[src/rtl/cfr_pkg.sv]
package cfr_pkg;
   localparam int ILEN = 32;
   localparam int HLEN = ILEN / 2;

   // One decision of the extractor: what to hold and what to ask for next
   typedef struct packed {
      logic [ILEN-1:0] insn;
      logic            done;
      logic            mid;
      logic            need;
   } step_t;

   function automatic logic is_cmp(input logic [1:0] low_bits);
      return low_bits != 2'b11;
   endfunction
endpackage

[src/rtl/cfr_extract.sv]
module cfr_extract
   import cfr_pkg::*;
#(
   parameter int  WORD_W     = ILEN,
   parameter bit  REUSE_WORD = 1'b1
) (
   input  logic [WORD_W-1:0]   word,
   input  logic                half_sel,
   input  logic                mid,
   input  logic [WORD_W/2-1:0] held_lo,
   output step_t               step
);
   localparam int HW = WORD_W / 2;

   logic keep_need;
   logic lo_cmp;
   logic hi_cmp;

   generate
      if (WORD_W != ILEN) begin : g_bad_width
         $error("cfr_extract: WORD_W must equal ILEN");
      end
      if (REUSE_WORD) begin : g_reuse
         assign keep_need = 1'b0;
      end else begin : g_refetch
         assign keep_need = 1'b1;
      end
   endgenerate

   assign lo_cmp = is_cmp(word[1:0]);
   assign hi_cmp = is_cmp(word[HW+1:HW]);

   always_comb begin
      step = '0;
      if (mid) begin
         step.insn = {word[HW-1:0], held_lo};
         step.done = 1'b1;
         step.mid  = 1'b0;
         step.need = keep_need;
      end else if (!half_sel) begin
         step.insn = lo_cmp ? {{HW{1'b0}}, word[HW-1:0]} : word;
         step.done = 1'b1;
         step.mid  = 1'b0;
         step.need = lo_cmp ? keep_need : 1'b1;
      end else begin
         step.insn = {{HW{1'b0}}, word[WORD_W-1:HW]};
         step.done = hi_cmp;
         step.mid  = !hi_cmp;
         step.need = 1'b1;
      end
   end
endmodule

[src/rtl/cfr_pc_step.sv]
module cfr_pc_step #(
   parameter int ADDR_W = 32
) (
   input  logic [ADDR_W-1:0] pc,
   input  logic              cmp,
   output logic [ADDR_W-1:0] next_pc
);
   localparam logic [ADDR_W-1:0] STEP_HALF = ADDR_W'(2);
   localparam logic [ADDR_W-1:0] STEP_WORD = ADDR_W'(4);

   generate
      if (ADDR_W < 3) begin : g_bad_addr
         $error("cfr_pc_step: ADDR_W must be at least 3");
      end
   endgenerate

   assign next_pc = pc + (cmp ? STEP_HALF : STEP_WORD);
endmodule

[src/rtl/cfr_realign.sv]
module cfr_realign
   import cfr_pkg::*;
#(
   parameter int              ADDR_W     = 32,
   parameter int              WORD_W     = ILEN,
   parameter bit              REUSE_WORD = 1'b1,
   parameter logic [ADDR_W-1:0] RESET_PC = '0,
   parameter logic [WORD_W-1:0] NOP_INSN = 32'h0000_0013
) (
   input  logic              clk,
   input  logic              rst_n,
   input  logic              redir_valid,
   input  logic [ADDR_W-1:0] redir_pc,
   output logic              fetch_req,
   output logic [ADDR_W-1:0] fetch_addr,
   input  logic              fetch_valid,
   input  logic [WORD_W-1:0] fetch_word,
   output logic              insn_valid,
   input  logic              insn_ready,
   output logic [WORD_W-1:0] insn_data,
   output logic              insn_cmp,
   output logic [ADDR_W-1:0] insn_pc,
   output logic [ADDR_W-1:0] insn_next_pc
);
   localparam int HW = WORD_W / 2;
   localparam logic [ADDR_W-1:0] WORD_BYTES = ADDR_W'(WORD_W / 8);

   generate
      if (WORD_W != 2 * HLEN) begin : g_bad_word
         $error("cfr_realign: WORD_W must be twice HLEN");
      end
   endgenerate

   logic [ADDR_W-1:0] pc_q;
   logic              mid_q;
   logic              rdy_q;
   logic              need_q;
   logic [WORD_W-1:0] insn_q;
   logic [WORD_W-1:0] word_q;

   logic              take;
   logic              reuse;
   logic              consume;
   logic [WORD_W-1:0] src_word;
   step_t             step;
   logic [ADDR_W-1:0] base_addr;

   assign fetch_req = need_q & ~rdy_q;
   assign take      = fetch_valid & fetch_req & ~redir_valid;
   assign reuse     = ~need_q & ~rdy_q & ~redir_valid;
   assign consume   = rdy_q & insn_ready & ~redir_valid;
   assign src_word  = take ? fetch_word : word_q;

   assign base_addr  = {pc_q[ADDR_W-1:2], 2'b00};
   assign fetch_addr = base_addr + (mid_q ? WORD_BYTES : '0);

   cfr_extract #(
      .WORD_W     (WORD_W),
      .REUSE_WORD (REUSE_WORD)
   ) u_extract (
      .word     (src_word),
      .half_sel (pc_q[1]),
      .mid      (mid_q),
      .held_lo  (insn_q[HW-1:0]),
      .step     (step)
   );

   cfr_pc_step #(
      .ADDR_W (ADDR_W)
   ) u_pc_step (
      .pc      (pc_q),
      .cmp     (insn_cmp),
      .next_pc (insn_next_pc)
   );

   always_ff @(posedge clk) begin
      if (!rst_n) begin
         pc_q   <= RESET_PC;
         mid_q  <= 1'b0;
         rdy_q  <= 1'b0;
         need_q <= 1'b1;
         insn_q <= NOP_INSN;
         word_q <= '0;
      end else if (redir_valid) begin
         pc_q   <= redir_pc;
         mid_q  <= 1'b0;
         rdy_q  <= 1'b0;
         need_q <= 1'b1;
      end else if (consume) begin
         rdy_q <= 1'b0;
         pc_q  <= insn_next_pc;
      end else if (take || reuse) begin
         if (take) word_q <= fetch_word;
         insn_q <= step.insn;
         rdy_q  <= step.done;
         mid_q  <= step.mid;
         need_q <= step.need;
      end
   end

   assign insn_valid = rdy_q;
   assign insn_data  = insn_q;
   assign insn_cmp   = is_cmp(insn_q[1:0]);
   assign insn_pc    = pc_q;

   // ---------------- assertions ----------------
   assert_hold_stable_R8: assert property (@(posedge clk) disable iff (!rst_n)
      (rdy_q && !insn_ready && !redir_valid) |=> (rdy_q && $stable(insn_q) && $stable(pc_q)));

   assert_no_fetch_while_valid_R8: assert property (@(posedge clk) disable iff (!rst_n)
      insn_valid |-> !(fetch_valid && fetch_req));

   assert_next_pc_follow_R7: assert property (@(posedge clk) disable iff (!rst_n)
      consume |=> (insn_pc == $past(insn_next_pc)));

   assert_redirect_flush_R9: assert property (@(posedge clk) disable iff (!rst_n)
      redir_valid |=> (!rdy_q && !mid_q && pc_q == $past(redir_pc)));

   assert_mid_upper_zero_R6: assert property (@(posedge clk) disable iff (!rst_n)
      $rose(mid_q) |-> (insn_q[WORD_W-1:HW] == '0));

   assert_span_complete_R6: assert property (@(posedge clk) disable iff (!rst_n)
      (mid_q && take) |=> (rdy_q && !mid_q));

   assert_cmp_upper_clear_R3: assert property (@(posedge clk) disable iff (!rst_n)
      (insn_valid && insn_cmp) |-> (insn_data[WORD_W-1:HW] == '0));
endmodule

[config.mk]
export PLATFORM = sky130hd
export DESIGN_NAME = cfr_realign
export DESIGN_NICKNAME = d
export VERILOG_FILES = /design/src/rtl/cfr_pkg.sv /design/src/rtl/cfr_extract.sv /design/src/rtl/cfr_pc_step.sv /design/src/rtl/cfr_realign.sv
export SDC_FILE = /design/constraint.sdc
export NUM_CORES = 1
export LEC_CHECK = 0
export BUFFER_PORTS_ARGS = -buffer_cell sky130_fd_sc_hd__buf_2
export CORE_MARGIN = 2
export CORE_UTILIZATION = 53
export CTS_BUF_LIST = sky130_fd_sc_hd__clkbuf_4 sky130_fd_sc_hd__clkbuf_8
export DETAILED_ROUTE_END_ITERATION = 12
export PLACE_DENSITY = 0.93
export SLEW_MARGIN = 0
export SYNTH_ARGS = -nofsm -noshare
export SYNTH_HDL_FRONTEND = slang
export SYNTH_SLANG_ARGS = --single-unit
[constraint.sdc]
create_clock -name clk -period 2.8 [get_ports clk]
set_input_delay 0.42 -clock clk [delete_from_list [all_inputs] [get_ports clk]]
set_output_delay 0.42 -clock clk [all_outputs]
set_load 0.02 [all_outputs]
==> implementation parameters, run 1 <==
Parameter                              Value

CTS
  Cell chosen for the clock root ... clkbuf_8
  Number of buffers created by CTS ... 9
  CTS Hold Buffers Added ... 0
  Clk sink count ... ~100
  Total number of H-tree levels ... 3
  Clock transition at the registers of the reported paths ... 0.11 ns
  Maximum buffer depth of the clock tree ... 2
  Clock insertion delay at the later pin of the skew report ... 0.37 ns
  CTS tree ... yes

Die
  Die span in y ... roughly 110 um
  Floorplan die width ... 112 um
  Area of the core region ... 11400 um2
  Rows ... 39
  IO Pins ... 200
  Starting utilization of the core area ... 0.544
  Die area ... 12600 um2

Worst setup path
  Worst endpoint required time ... ~2.4 ns
  Largest fanout on the critical path ... 7
  Element type at the critical path start ... flip-flop
  CP Class ... reg2out
  Data arrival time at the worst-slack endpoint ... between 2 and 2.5 ns
  Worst setup EP type ... output port

Power
  Leakage power of the design ... 0.00333 uW
  Power per unit of standard cell area ... between 400 and 500 nW/um2
  Worst-case vdd ir drop ... 0.319 mV

Logic synthesis
  Share of flip-flops with an asynchronous set or reset ... 0
  Dominant cell type by area after synthesis ... dfxtp_1
  Flops & latches, synth ... 99
  Yosys warning total ... 0
  Unique masters post-synth ... between 70 and 80
  Area fraction of the dominant cell type after synthesis ... 0.319
  Top post-synthesis cells by area ... dfxtp_1 (32%), mux2i_1 (7.6%), xnor2_1 (6.5%), nand2_1 (3.8%), o21ai_0 (3.2%)
  Post-Syn Area ... 6220 um2
  Sequential cell area fraction in the yosys report ... 0.319
  Number of enable-type register cells in the synthesized netlist ... 0
  Most used DFF post-synth ... dfxtp_1
  Cell count after synthesis ... 731
  Average size of a mapped cell ... between 8 and 9 um2

Placed design
  Final estimated routing congestion in global placement ... 0.979
  IO Port Bufs ... roughly 200
  Detailed placement HPWL ... 13900 um

Routing
  Final routed DRC violation total ... 0
  Post-detailed-routing wire length ... 20000 um
  Via Count ... around 6400
  Detail-routed net length per standard cell ... around 19 um
  DR iter-0 viols ... 658
  Antenna violation net count after detailed routing ... 0
  Detailed-routing iteration count for the pre-antenna-repair pass ... 5
  Number of vias per cell ... ~6.1

STA
  Max Fclk ... around 360 MHz
  Headroom to the max-slew limit ... 0.507
  Final hold slack ... 0.303 ns
  Post-Route Setup TNS ... 0 ns
  Fin. Hold Viols ... 0
  Pins over their slew limit ... 0
  Min Clock Period, post-route ... roughly 2.8 ns
  Worst Skew ... ~0.013 ns
  Period utilization ... 0.985
  Worst Max-Slew Pin Slew ... between 0.7 and 0.8 ns
  Final setup violating endpoints ... 0

Outcome
  Result of the run ... finished, final reports clean

Hold path
  Class of the most critical hold timing path ... in2reg

GRT
  Total routing usage reported by global routing ... 0.301
  Number of antenna violations at the first check in global routing ... 0
  Global-route met1 utilization ... 0.350
  Vias in the first global route ... 6045
  Met3 usage in global routing ... 0.0783
  Largest net degree at the start of global routing ... between 40 and 50
  Total gr overflow ... 0
  Global-route wire length before repair ... approximately 31000 um
  Met2 demand-to-capacity share in global routing ... 0.520
  Gr busiest metal ... met2

Final layout
  Layout area overhead ... 24.1%
  Share of post-route cells with drive strength above 1 ... 0.359
  Net total in the final layout ... 982
  Antenna diode count ... 0
  Util after Layout ... 0.676

Run
  Max Cap Viol ... 0
==> layout by cell type, fill, tap and decap left out, drive strengths merged, types with 3 or more instances in the layout <==
cell type / Yosys / final
buf: 43 / 243
dfxtp: 99 / 99
nand2: 63 / 63
mux2i: 48 / 48
xnor2: 47 / 47
o21ai: 40 / 40
nor2: 38 / 38
nand3: 30 / 30
nand4: 30 / 30
a31oi: 22 / 22
nor3: 21 / 21
nand2b: 20 / 20
nor2b: 19 / 19
xor2: 17 / 17
nand3b: 16 / 16
inv: 11 / 15
and2: 14 / 14
o2bb2ai: 13 / 13
and4: 12 / 12
a21oi: 12 / 12
nor4: 11 / 11
clkbuf: 35 / 9
a211oi: 8 / 8
a31o: 6 / 6
nor3b: 4 / 4
o211ai: 4 / 4
o22ai: 3 / 4
ha: 4 / 4
mux2: 3 / 3
and3: 3 / 3
or2: 3 / 3
==> final timing paths <==
| check | slack [ns] | from | endpoint | cells past startpoint |
|---|---|---|---|---|
| worst max-delay path | 0.04 | insn_data[0]$_SDFFE_PN1P_ | insn_next_pc[17] | 8 |
| worst min-delay path | 0.30 | redir_pc[0] | insn_pc[0]$_SDFFE_PN0P_ | 3 |
| worst max register to register | 0.47 | insn_pc[2]$_SDFFE_PN0P_ | insn_pc[15]$_SDFFE_PN0P_ | 8 |
| worst min register to register | 0.46 | insn_data[12]$_SDFFE_PN0P_ | insn_data[12]$_SDFFE_PN0P_ | 2 |
==> what timing repair did <==
item / 4_1_cts / 5_1_grt
buffers inserted: 4 / 6
resized for setup: 25 / 18
pin swaps: 3 / 3
setup endpoints to repair: 29 / 25
gates cloned: 1 / 0
endpoints found under the hold margin: 0 / 0
==> registers in the layout, indices dropped and copies added (netlist names) <==
signal      count
mid_q           1
insn_pc        32
insn_data      32
insn_valid      1
word_q         32
need_q          1
==> worst max-delay path, cell delays in order, from the launching register on <==
cell     delay [ns]
dfxtp_4        0.39
nand2_1        0.06
ha_1           0.23
ha_2           0.21
a31o_2         0.24
and3_2         0.28
and2_1         0.23
xor2_1         0.15
buf_4          0.16
==> layout make-up <==
class,count,area [um2]
Sequential cell,99,2010
Fill cell,938,3700
Clock inverter,7,57.6
Inverter,12,45.0
Timing Repair Buffer,243,1360
Tap cell,143,179
Multi-Input combinational cell,544,3940
Clock buffer,9,124
==> metal layers <==
metal  wire (um)  part of all wire
met2        9880              0.49
met5           0                 0
met1        7200              0.36
met4         776             0.039
met3        2110              0.11
==> synth_stat cells (all sizes together) (2+ instances only) <==
| cell | n |
|---|---|
| nand2 | 63 |
| nand2b | 20 |
| nor3 | 21 |
| nand3 | 30 |
| o211a | 2 |
| o21ai | 40 |
| and3 | 3 |
| a31o | 6 |
| o211ai | 4 |
| mux2i | 48 |
| a31oi | 22 |
| xor2 | 17 |
| ha | 4 |
| nor4b | 2 |
| o2bb2ai | 13 |
| nand4 | 30 |
| nor2 | 38 |
| a21oi | 12 |
| and2 | 14 |
| dfxtp | 99 |
| and4 | 12 |
| inv | 11 |
| xnor2 | 47 |
| a211o | 2 |
| mux2 | 3 |
| a311o | 2 |
| o22a | 2 |
| nor2b | 19 |
| nand3b | 16 |
| o22ai | 3 |
| nor4 | 11 |
| clkbuf | 35 |
| or2 | 3 |
| nor3b | 4 |
| o2111a | 2 |
| a211oi | 8 |
| buf | 43 |
==> cell families (layout without fill, tap and decap cells) <==
logic type / count (synthesis) / in the layout / share of synthesized area
xor gates and xnor gates: 64 / 64 / 0.0914
DFF: 99 / 99 / 0.319
other: 1 / 2 / 0.000603
and+or+nand+nor: 291 / 291 / 0.279
adders and majority gates: 4 / 4 / 0.00805
AOI/OAI and AO/OA: 131 / 132 / 0.145
muxes: 51 / 51 / 0.0847
buffers and inverters: 90 / 271 / 0.0722
==> per-stage QoR <==
stage                     cell area, um2  setup WS, ns  instances  power (uW)
after floorplan                     6220        0.0792        732        2150
after global placement              7290        0.0446       1030        2410
after detailed placement            7290       -0.0372       1030        2430
after CTS                           7620      0.000721       1051        3310
after global routing                7720      -0.00933       1057        3450
final                               7720        0.0421       1057        3320
==> power breakdown <==
group          internal, uW  switching [uW]  total [uW]
Clock                   338             546         884
Sequential             1490             100        1590
Combinational           326             512         837
Total                  2160            1160        3320
Note: power is estimated with default switching activity, not from simulation.
==> inputs of run 2 (changes only) <==
Settings changed: CORE_UTILIZATION 53 to 52, CTS_BUF_LIST sky130_fd_sc_hd__clkbuf_4 sky130_fd_sc_hd__clkbuf_8 to sky130_fd_sc_hd__clkbuf_16, PLACE_DENSITY 0.93 to 0.91.
==> implementation parameters, run 2 (synthesis results as in run 1) <==
Parameter                              Value

Worst setup path
  CP Class ... reg2out
  Worst reg-to-reg setup slack ... roughly 0.54 ns
  Endpoint of the worst setup timing path ... fetch_addr[30]
  Data arrival time at the worst-slack endpoint ... ~2.4 ns
  Worst setup EP type ... output port
  Endpoint of the lowest-slack register-to-register path ... insn_pc[22]$_SDFFE_PN0P_
  Worst reg-to-reg path cell count ... 7
  Crit path from ... insn_pc[16]$_SDFFE_PN0P_
  Worst endpoint required time ... approximately 2.4 ns
  Element type at the critical path start ... flip-flop
  Reg-to-reg startpoint ... insn_data[0]$_SDFFE_PN1P_
  Largest fanout on the critical path ... 9

Routing
  Final routed DRC violation total ... 0
  DR iter-0 viols ... just under 600
  Number of vias per cell ... ~6.0
  Via Count ... 6377
  Antenna violation net count after detailed routing ... 0
  Detail-routed net length per standard cell ... between 15 and 20 um
  Detailed-routing iteration count for the pre-antenna-repair pass ... 5
  Post-detailed-routing wire length ... 19500 um

Final layout
  Layout area overhead ... 25.7%
  Net total in the final layout ... approximately 980
  Commonest non-fill, non-tap cell in the layout ... buf_2
  Antenna diode count ... 0
  Leading cell types in the layout, fill and taps excluded ... buf_2 (197), dfxtp_1 (86), nand2_1 (63)
  Share of post-route cells with drive strength above 1 ... 0.352
  Area of all placed cells without fillers ... 7810 um2

CTS
  CTS tree ... yes
  Total number of H-tree levels ... 3
  Clk sink count ... 99
  Clock transition at the registers of the reported paths ... around 0.07 ns
  Maximum buffer depth of the clock tree ... 2
  Clock insertion delay at the later pin of the skew report ... roughly 0.35 ns
  Cell chosen for the clock root ... clkbuf_16
  Number of buffers created by CTS ... 9

STA
  Final setup violating endpoints ... 0
  Pins over their slew limit ... 0
  Final hold slack ... approximately 0.33 ns
  Fin. Hold Viols ... 0
  Max Fclk ... around 360 MHz
  Min Clock Period, post-route ... ~2.8 ns
  Headroom to the max-slew limit ... 0.205
  Worst Skew ... approximately 0.0083 ns
  Post-Route Setup TNS ... 0 ns
  Worst Max-Slew Pin Slew ... around 1.2 ns
  Period utilization ... 0.998

GRT
  Global-route wire length before repair ... 30800 um
  Number of antenna violations at the first check in global routing ... 0
  Largest net degree at the start of global routing ... 46
  Total gr overflow ... 0
  Vias in the first global route ... just over 6000
  Total routing usage reported by global routing ... 0.301

Power
  Worst-case vdd ir drop ... roughly 0.35 mV
  Leakage power of the design ... between 0.003 and 0.004 uW
  Power per unit of standard cell area ... about 470 nW/um2

Hold path
  Class of the most critical hold timing path ... in2reg
  Start point of the worst min-delay path ... redir_pc[0]

Die
  Die area ... 12800 um2
  IO Pins ... 200
  Area of the core region ... 11600 um2
  Starting utilization of the core area ... 0.538
  Die span in y ... around 110 um
  Rows ... 39
  Floorplan die width ... ~110 um

Placed design
  Final estimated routing congestion in global placement ... about 0.98
  Area post-placement ... about 7300 um2
  IO Port Bufs ... between 150 and 200
  Detailed placement HPWL ... between 10000 and 15000 um

Outcome
  Result of the run ... finished, final reports clean

Run
  Max Cap Viol ... 0
run 2: changes by cell type in the layout (fill, tap and decap cells not counted), moves of 2 or more:
| cell | delta |
|---|---|
| nor3_2 | +2 |
| buf_4 | -2 |
| clkbuf_16 | +9 |
| dfxtp_1 | +7 |
| nor3_4 | -2 |
| clkbuf_8 | -9 |
| dfxtp_2 | -7 |
run 2: worst min path at each step:
stage / cells past startpoint / endpoint
2_1_floorplan: 2 / word_q[10]$_SDFFE_PN0P_
3_3_place_gp: 2 / insn_data[11]$_SDFFE_PN0P_
3_5_place_dp: 2 / insn_data[11]$_SDFFE_PN0P_
5_1_grt: 2 / insn_pc[16]$_SDFFE_PN0P_
6_report: 3 / insn_pc[0]$_SDFFE_PN0P_
4_1_cts: 3 / insn_pc[6]$_SDFFE_PN0P_
run 2: repair_timing:
item / 4_1_cts / 5_1_grt
pin swaps: 3 / 4
hold buffers: 0 / 0
resized for setup: 20 / 18
setup endpoints to repair: 25 / 28
setup buffers: 0 / 4
gates cloned: 1 / 0
run 2: per-stage QoR:
step                      setup WS [ns]  utilization  power (uW)  cells
after floorplan                  0.0792            -        2150    732
after global placement            0.165        0.632        2410   1035
after detailed placement         0.0418        0.632        2430   1035
after CTS                       0.00669        0.666        3690   1051
after global routing            -0.0180        0.676        3840   1055
final                           0.00576        0.676        3690   1055
run 2: per-layer routing:
metal,track usage,part of all wire,vias to the layer above
li1,-,-,2967
met1,0.358,0.38,2953
met2,0.508,0.49,392
met3,0.0670,0.097,65
met4,0.158,0.036,0
met5,0,0,-
run 2: area by class of cell:
| type | instances | area (um2) |
|---|---|---|
| clock inverters | 6 | 65.1 |
| well taps | 143 | 179 |
| clock buffers | 9 | 225 |
| fillers | 897 | 3750 |
| multi-input cells | 544 | 3960 |
| flip-flops and latches | 99 | 2000 |
| inverters | 12 | 45.0 |
| repair buffers | 242 | 1340 |
run 2: critical path: stages (launching register included):
cell	delay (ns)
dfxtp_1	0.53
nand4_4	0.27
nor4_4	0.36
or4b_4	0.54
xnor2_2	0.14
buf_2	0.17
run 2: power breakdown:
part	leakage [uW]	switching, uW	internal [uW]
clock network	0.000142	570	692
logic	0.00239	516	328
registers	0.000817	93.0	1490
total	0.00335	1180	2510
